===== src/rtl/bitrate_pkg.sv =====
package bitrate_pkg;

    localparam int unsigned PRESC_W = 8;
    localparam int unsigned RATE_W  = 8;

    // which half of the bit period the next half strobe closes
    typedef enum logic {
        PH_LEAD  = 1'b0,
        PH_TRAIL = 1'b1
    } half_phase_e;

endpackage


===== src/rtl/bitrate_cfg.sv =====
module bitrate_cfg #(
    parameter int unsigned PW = bitrate_pkg::PRESC_W,
    parameter int unsigned RW = bitrate_pkg::RATE_W
) (
    input  logic          clk,
    input  logic          rst,
    input  logic          presc_wr,
    input  logic [PW-1:0] presc_wdata,
    input  logic          rate_wr,
    input  logic [RW-1:0] rate_wdata,
    output logic [PW-1:0] presc_q,
    output logic [RW-1:0] rate_q,
    output logic          cfg_touch
);

    always_ff @(posedge clk) begin
        if (rst) begin
            presc_q <= '0;
            rate_q  <= '0;
        end else begin
            if (presc_wr) presc_q <= {presc_wdata[PW-1:1], 1'b0};
            if (rate_wr)  rate_q  <= rate_wdata;
        end
    end

    assign cfg_touch = presc_wr | rate_wr;

    assert_even_store_R3: assert property (@(posedge clk) disable iff (rst)
        presc_wr |=> (presc_q == {$past(presc_wdata[PW-1:1]), 1'b0}));

    assert_rate_store_R8: assert property (@(posedge clk) disable iff (rst)
        rate_wr |=> (rate_q == $past(rate_wdata)));

endmodule


===== src/rtl/bitrate_prediv.sv =====
module bitrate_prediv #(
    parameter int unsigned PW = bitrate_pkg::PRESC_W
) (
    input  logic          clk,
    input  logic          rst,
    input  logic          restart,
    input  logic [PW-1:0] presc_q,
    output logic          pre_tick
);

    localparam int unsigned CW = PW - 1;

    logic [CW-1:0] half_div;
    logic [CW-1:0] cnt;

    // an even divisor P splits into two halves of P/2 clocks each
    assign half_div = presc_q[PW-1:1];
    assign pre_tick = !restart && (half_div != '0) && (cnt == half_div - 1'b1);

    always_ff @(posedge clk) begin
        if (rst || restart || pre_tick) cnt <= '0;
        else                            cnt <= cnt + 1'b1;
    end

    assert_cnt_in_range_R1: assert property (@(posedge clk) disable iff (rst)
        !restart |-> (cnt < half_div));

    assert_restart_clears_pre_R6: assert property (@(posedge clk) disable iff (rst)
        restart |=> (cnt == '0));

endmodule


===== src/rtl/bitrate_ratediv.sv =====
module bitrate_ratediv
    import bitrate_pkg::*;
#(
    parameter int unsigned RW = bitrate_pkg::RATE_W
) (
    input  logic          clk,
    input  logic          rst,
    input  logic          restart,
    input  logic          pre_tick,
    input  logic [RW-1:0] rate_q,
    output logic          half_tick,
    output logic          bit_tick
);

    logic [RW-1:0] rcnt;
    half_phase_e   phase;

    assign half_tick = pre_tick && (rcnt == rate_q);
    assign bit_tick  = half_tick && (phase == PH_TRAIL);

    always_ff @(posedge clk) begin
        if (rst || restart) begin
            rcnt  <= '0;
            phase <= PH_LEAD;
        end else if (pre_tick) begin
            rcnt <= half_tick ? '0 : rcnt + 1'b1;
            if (half_tick) phase <= (phase == PH_LEAD) ? PH_TRAIL : PH_LEAD;
        end
    end

    assert_bit_with_half_R2: assert property (@(posedge clk) disable iff (rst)
        bit_tick |-> half_tick);

    assert_phase_flips_R2: assert property (@(posedge clk) disable iff (rst)
        (half_tick && !restart) |=> (phase != $past(phase)));

    assert_restart_clears_rate_R6: assert property (@(posedge clk) disable iff (rst)
        restart |=> (rcnt == '0 && phase == PH_LEAD));

    assert_rcnt_bound_R8: assert property (@(posedge clk) disable iff (rst)
        !restart |-> (rcnt <= rate_q));

endmodule


===== src/rtl/bitrate_gen.sv =====
module bitrate_gen #(
    parameter int unsigned PW = bitrate_pkg::PRESC_W,
    parameter int unsigned RW = bitrate_pkg::RATE_W
) (
    input  logic          clk,
    input  logic          rst,
    input  logic          run_en,
    input  logic          presc_wr,
    input  logic [PW-1:0] presc_wdata,
    input  logic          rate_wr,
    input  logic [RW-1:0] rate_wdata,
    output logic [PW-1:0] presc_rdata,
    output logic          half_tick,
    output logic          bit_tick
);

    logic [PW-1:0] presc_q;
    logic [RW-1:0] rate_q;
    logic          cfg_touch;
    logic          presc_idle;
    logic          restart;
    logic          pre_tick;

    bitrate_cfg #(.PW(PW), .RW(RW)) u_cfg (
        .clk        (clk),
        .rst        (rst),
        .presc_wr   (presc_wr),
        .presc_wdata(presc_wdata),
        .rate_wr    (rate_wr),
        .rate_wdata (rate_wdata),
        .presc_q    (presc_q),
        .rate_q     (rate_q),
        .cfg_touch  (cfg_touch)
    );

    // a zero divisor is illegal: hold everything at rest
    assign presc_idle = (presc_q[PW-1:1] == '0);
    assign restart    = !run_en || cfg_touch || presc_idle;

    bitrate_prediv #(.PW(PW)) u_pre (
        .clk     (clk),
        .rst     (rst),
        .restart (restart),
        .presc_q (presc_q),
        .pre_tick(pre_tick)
    );

    bitrate_ratediv #(.RW(RW)) u_rate (
        .clk      (clk),
        .rst      (rst),
        .restart  (restart),
        .pre_tick (pre_tick),
        .rate_q   (rate_q),
        .half_tick(half_tick),
        .bit_tick (bit_tick)
    );

    assign presc_rdata = presc_q;

    assert_zero_presc_silent_R5: assert property (@(posedge clk) disable iff (rst)
        (presc_rdata == '0) |-> (!half_tick && !bit_tick));

    assert_disabled_silent_R7: assert property (@(posedge clk) disable iff (rst)
        !run_en |-> (!half_tick && !bit_tick));

    assert_write_cycle_silent_R6: assert property (@(posedge clk) disable iff (rst)
        (presc_wr || rate_wr) |-> !half_tick);

endmodule


===== config.mk =====
export PLATFORM = sky130hd
export DESIGN_NAME = bitrate_gen
export DESIGN_NICKNAME = d
export VERILOG_FILES = /design/src/rtl/bitrate_pkg.sv /design/src/rtl/bitrate_cfg.sv /design/src/rtl/bitrate_prediv.sv /design/src/rtl/bitrate_ratediv.sv /design/src/rtl/bitrate_gen.sv
export SDC_FILE = /design/constraint.sdc
export NUM_CORES = 1
export LEC_CHECK = 0
export ABC_AREA = 1
export BUFFER_PORTS_ARGS = -buffer_cell sky130_fd_sc_hd__buf_2
export CORE_MARGIN = 2
export CORE_UTILIZATION = 40
export DETAILED_ROUTE_END_ITERATION = 10
export PLACE_DENSITY = 0.71
export RECOVER_POWER = 50
export SLEW_MARGIN = 20
export SYNTH_ARGS = -nofsm -noshare
export SYNTH_HDL_FRONTEND = slang
export SYNTH_HIERARCHICAL = 1
export SYNTH_SLANG_ARGS = --single-unit

===== constraint.sdc =====
create_clock -name clk -period 2.9 [get_ports clk]
set_input_delay 0.58 -clock clk [delete_from_list [all_inputs] [get_ports clk]]
set_output_delay 0.58 -clock clk [all_outputs]
set_load 0.1 [all_outputs]

==> results of run 1 <==
## kinds of logic (layout without fill, tap and decap cells)
group,after synthesis,after routing,synth area share [%]
xor+xnor,11,11,4.86
other cells,1,1,0.189
flops,31,31,31.3
compound gates,12,12,3.22
buf+inv,68,107,15.0
simple gates,194,194,42.9
fa+ha+maj,4,4,2.53
## final timing paths
kind | from | to | slack, ns | cells after the start
min reg2reg | u_cfg/rate_q[3]$_SDFFE_PP0P_ | u_cfg/rate_q[3]$_SDFFE_PP0P_ | 0.48 | 2
max | rate_wr | bit_tick | -0.04 | 16
min | u_cfg/rate_q[3]$_SDFFE_PP0P_ | u_cfg/rate_q[3]$_SDFFE_PP0P_ | 0.48 | 2
max reg2reg | u_cfg/presc_q[1]$_SDFFE_PP0P_ | u_rate/rcnt[3]$_SDFFE_PP0P_ | 0.71 | 17
## critical path, cell delays in order
cell and delay, ns:
buf_6 0.09, or2_4 0.24, nor2_4 0.08, o21ai_2 0.06, inv_1 0.06, nand3_2 0.06, nor2_2 0.10, nand3_1 0.07
nor2_1 0.13, nand3_2 0.09, inv_2 0.06, nand4_1 0.10, a21oi_2 0.14, nand3_2 0.14, nor2_4 0.16, buf_12 0.18
## repair_timing
item,4_1_cts,5_1_grt
gates resized for setup,5,6
setup endpoints to repair,2,2
endpoints found under the hold margin,0,0
buffers inserted,1,2
pin swaps,5,5
## power by group
part	internal, mW	total [mW]	switching (mW)
Clock	0.168	0.327	0.159
Combinational	0.0633	0.199	0.136
Sequential	0.442	0.461	0.0189
## per-stage QoR
step                      cell area [um2]  hold slack (ns)  setup WS (ns)  setup TNS [ns]
after global routing                 2400            0.510         -0.244          -0.430
after detailed placement             2250            0.468        -0.0685         -0.0872
final                                2400            0.477        -0.0376         -0.0376
after global placement               2250            0.462        -0.0498         -0.0533
after floorplan                      2020            0.441         -0.188          -0.221
after CTS                            2360            0.480        -0.0113         -0.0113
## cells in the mapped netlist (all sizes together) (3+ instances only)
master	number
nand2	98
buf	5
ha	4
o21ai	6
dfxtp	31
nand4	3
nand3	17
or2	3
inv	62
nor3	3
a21oi	6
xnor2	5
nor2	69
xor2	6
## routing by layer
layer | wire (um) | track usage (%) | share of wire (%)
met1 | 1950 | 19.6 | 50
met2 | 1790 | 24.5 | 46
met3 | 120 | 4.47 | 3.1
met4 | 69 | 6.55 | 1.8
met5 | 0 | 0 | 0
## flip-flops by register name, indices dropped and copies added (netlist names)
| signal | cells |
|---|---|
| u_rate/phase | 1 |
| u_cfg/rate_q | 8 |
| u_pre/cnt | 7 |
| u_cfg/presc_q | 7 |
| u_rate/rcnt | 8 |
## layout make-up
class	count	area share [%]
clock buffer	7	3.18
clock inverter	1	0.209
inverter	62	9.96
multi-input combinational	222	46.5
sequential	31	26.4
tap	67	3.50
timing repair buffer	37	10.2
==> flow_summary.ini, run 1 <==
[worst_setup_path]
worst_setup_path_end_kind = output port
arrival_ns = 2.36
critPathLaunchType = input port
cp_data_required_time_ns = 2.32
path_max_fanout = 2
worstSetupPathType = input port to output port

[global_route]
grt_max_degree = 17
grt_overflow = 0
groute.usage.overall_pct = 15.5
grt_pass1_vias = 1580
grt_first_pass_wirelength_um = 6590
antenna_found_initial = 0

[layout]
final_core_util_pct = 50.4
final_cell_mix = nand2_1 (93), nor2_1 (59), inv_1 (56)
final_cells = 427
regArea_um2 = 634
area_growth_pct = 21.0
multi_input_area_um2 = 1110
mostFrequentLayoutCell = nand2_1
final_layout_size_suffix_gt1_share_pct = 22.8
nFillCells = 483
diodes = 0
nets = 384

[sta]
skew_ns = 0.00731
worst_pin_slew_ns = 1.16
maxSlewViolCount = 0
timing.final.crit_period_ns = 2.94
max_slew_margin_pct = 22.8
rsz0062_at_grt = true
hold_viol = 0
fmax_mhz = 340
post-route-period-util_pct = 101
finalSetupViolations = 1
final.setup.worst_slack_ns = -0.0376

[run_status]
violations = negative setup slack
outcome = complete, but fails checks

[floorplan]
die_h_um = 74.4
dieWidth_um = 74.4
dieArea_um2 = 5530
start_util_pct = 41.7
ios = 31
core.rowCount = 25
core-area_um2 = 4750

[clock_network]
htreeDepth = 2
numCtsBuffers = 5
clkTransAtPathRegs_ns = 0.06
clockRootBuffer = clkbuf_8
clock_path_buffers = 2
cts_tree = done
clock-sinks = 31
hold_buffers = 0
clk_latency_ns = 0.29

[route]
vias_per_cell = 4.31
wl_um = 3930
via_count = 1842
drt_pass1_iterations = 4
drc_errors = 0
wire_per_inst_um = 9.19
drtAntennaViolNets = 0
drtIter0Drc = 66

[synth]
syn_nets = 346
async_flop_share_pct = 0
synth_cell_type_count = 31
synth_top_area_cell = dfxtp_1
syn-cell-area_um2 = 1980
ys_top_cells_by_area = dfxtp_1 (31%), nand2_1 (18%), nor2_1 (12%)
synthCells = 321
syn_avg_cell_area_um2 = 6.17
yosysTopAreaCellShare_pct = 31.3
ys.flop_type = dfxtp_1
synth-seq-area-share_pct = 31.3
synth_seq_cells = 31
synth_edf_count = 0
synth_warnings = 6

[worst_hold_path]
worstHoldPathType = flop to flop

[place]
dpl.hpwl_um = 2910
dp.cells = 416
port_buffers = 28
gp_congestion = 0.828

[power_and_ir_drop]
p_leak_nw = 1.20
power_mw = 0.986
p_per_area_nw_per_um2 = 411
peakVddDrop_mv = 0.330

[job]
max_cap_violations = 0
Power figures use the tool's default switching activity.
==> inputs of run 2 (changes only) <==
PLACE_DENSITY = 0.72   (was 0.71)
SYNTH_HIERARCHICAL = not set   (was 1)
clock period = 2.95 ns   (was 2.9 ns; I/O delays follow)
==> run 2 against run 1 <==
  * The flow now finishes without violations
  * Count of clock-buffer cells in the layout is 1 lower
  * Via count fell by 14%
  * Sequential share of layout area is 4.7 points higher
  * Power down 3.6%
  * Synthesized area shrank 14%
  * Final cell count fell by 21%
  * First-iteration DRC count decreased by 36%
  * Combinational power fell by 16%
  * Setup slack improved by 0.31 ns
  * Register-to-register slack gained 0.22 ns
  * Clock power is 3% higher
==> flow_summary.ini, run 2 <==
[synth]
synth_warnings = 0
async_flop_share_pct = 0
synth_edf_count = 0
synth_top_area_cell = dfxtp_1
yosysMostFrequentCell = nand2_1
synth_common_cells = nand2_1 (73), nor2_1 (42), dfxtp_1 (31)
syn-cell-area_um2 = 1700
yosysTopAreaCellShare_pct = 36.6
ys.flop_type = dfxtp_1
ys_top_cells_by_area = dfxtp_1 (37%), nand2_1 (16%), nor2_1 (9.3%)
synth-seq-area-share_pct = 36.6
synthCells = 255
synth_seq_cells = 31
synth_cell_type_count = 27
syn_avg_cell_area_um2 = 6.65
syn_nets = 280

[clock_network]
hold_buffers = 0
cts_tree = done
clkTransAtPathRegs_ns = 0.06
clk_latency_ns = 0.29
numCtsBuffers = 5
clock_path_buffers = 2
ctsResizeCount = 0
htreeDepth = 2
cts_setup_buffers = 0
clockRootBuffer = clkbuf_8
clock-sinks = 31

[floorplan]
core-area_um2 = 4030
dieWidth_um = 69.1
die_h_um = 69.1
ios = 31
dieArea_um2 = 4780
core.rowCount = 23
start_util_pct = 42.1

[sta]
worst_pin_slew_ns = 1.17
fmax_mhz = 373
maxSlewViolCount = 0
max_slew_margin_pct = 22.1
final.setup.worst_slack_ns = 0.272
post-route-period-util_pct = 90.8
timing.final.crit_period_ns = 2.68
whs_ns = 0.473
skew_ns = 0.00776
rsz0062_at_grt = false
hold_viol = 0
finalSetupViolations = 0

[route]
wire_per_inst_um = 9.93
drt_pass1_iterations = 4
drc_errors = 0
wl_um = 3340
via_count = 1579
drtIter0Drc = 42
drtAntennaViolNets = 0
vias_per_cell = 4.70

[global_route]
grtUsageMet2_pct = 22.5
antenna_found_initial = 0
met3_usage_pct = 3.65
groute.usage.overall_pct = 14.9
grt_busiest_layer = met2
grt_pass1_vias = 1379
grt_first_pass_wirelength_um = 5890
grt_overflow = 0
met1_usage_pct = 20.4
grt_max_degree = 17

[power_and_ir_drop]
peakVddDrop_mv = 0.343
power_mw = 0.951
switchingPower_mw = 0.289
p_sw_share_pct = 30.4
clkPwrFrac_pct = 35.6
p_leak_nw = 0.857
share_comb_of_total_power_pct = 17.7
power.sequential.fraction_pct = 46.8
p_int_mw = 0.662
p_per_area_nw_per_um2 = 475

[place]
gp_congestion = 0.815
port_buffers = 28
dpl.hpwl_um = 2620
dpl_worst_slack_ns = 0.542

[layout]
nFillCells = 412
final_core_util_pct = 49.6
diodes = 0
area_growth_pct = 17.8
final_cell_mix = nand2_1 (73), nor2_1 (41), dfxtp_1 (29)
mostFrequentLayoutCell = nand2_1
final_layout_size_suffix_gt1_share_pct = 16.1
reg_top3 = u_cfg.rate_q: 8 flops, u_rate.rcnt: 8 flops
nets = 311

[worst_setup_path]
critical_path.top_delay_family = simple AND/OR/NAND/NOR gates
max_stage_delay_ns = 0.36
crit_slowest_cell = dfxtp_2
crit_top_cell = nand2_1
path_buf_inv = 3
worstSetupPathType = flop to output port
cp_data_required_time_ns = 2.36
crit_chain = inv_2 > ha_1 > inv_1 > nand2_1 > nand2_1 > nor2_1 > nand2_1 > nor2_1 > nand3_2 > nor2_4 > nand2_1 > nor2_4 > buf_12
arrival_ns = 2.09
path_max_fanout = 5
worst_setup_path_end_kind = output port
critPathLaunchType = flop

[run_status]
outcome = finished clean

[job]
max_cap_violations = 0

[worst_hold_path]
worstHoldPathType = flop to flop
run 2: worst paths after layout:
path,start,to,slack (ns),cells after the start
worst max-delay path,u_cfg.presc_q[1]$_SDFFE_PP0P_,bit_tick,0.27,13
worst min-delay path,u_cfg.rate_q[2]$_SDFFE_PP0P_,u_cfg.rate_q[2]$_SDFFE_PP0P_,0.47,2
worst max register to register,u_cfg.presc_q[1]$_SDFFE_PP0P_,u_pre.cnt[3]$_SDFF_PP0_,0.93,14
worst min register to register,u_cfg.rate_q[2]$_SDFFE_PP0P_,u_cfg.rate_q[2]$_SDFFE_PP0P_,0.47,2
run 2: power groups by stage:
stage / Combinational (mW) / Sequential (mW) / Clock (mW)
after detailed placement: 0.170 / 0.454 / 0
final: 0.168 / 0.445 / 0.338
after floorplan: 0.0907 / 0.498 / 0
after global routing: 0.186 / 0.446 / 0.364
after CTS: 0.171 / 0.444 / 0.352
after global placement: 0.168 / 0.454 / 0
run 2: final cells by class:
type / instances / area (um2) / area share [%]
repair buffers: 30 / 174 / 8.70
multi-input cells: 185 / 925 / 46.2
clock buffers: 6 / 82.6 / 4.13
flip-flops and latches: 31 / 623 / 31.2
well taps: 50 / 62.6 / 3.13
inverters: 33 / 128 / 6.38
clock inverters: 1 / 5.00 / 0.250
run 2: cell families after synthesis:
kind of cell / after synthesis / share of synthesized area, %
simple gates: 141 / 35.4
buf+inv: 39 / 9.37
flops: 31 / 36.6
compound gates: 26 / 8.78
xor+xnor: 13 / 6.71
fa+ha+maj: 4 / 2.95
other cells: 1 / 0.221
run 2: worst register-to-register path: stages, from the launching register on:
cell     delay, ns
dfxtp_2       0.36
inv_2         0.07
ha_1          0.30
inv_1         0.04
nand2_1       0.06
nand2_1       0.04
nor2_1        0.11
nand2_1       0.06
nor2_1        0.11
nand3_2       0.09
nor2_4        0.09
buf_4         0.19
inv_1         0.09
nand2_1       0.20
nor3b_1       0.08
run 2: per-layer routing:
layer / share of wire [%] / vias to the layer above / wire length (um)
met5: 0 / - / 0
met2: 43 / 42 / 1420
met1: 51 / 681 / 1690
met4: 1.8 / 0 / 59
met3: 5.0 / 5 / 166
li1: - / 851 / -
run 2: stage by stage:
stage / cells / area, um2 / TNS, ns
6_report: 336 / 2000 / 0
5_1_grt: 336 / 2000 / 0
4_1_cts: 336 / 2010 / 0
3_5_place_dp: 329 / 1920 / 0
3_3_place_gp: 329 / 1920 / 0
2_1_floorplan: 255 / 1710 / -0.0193
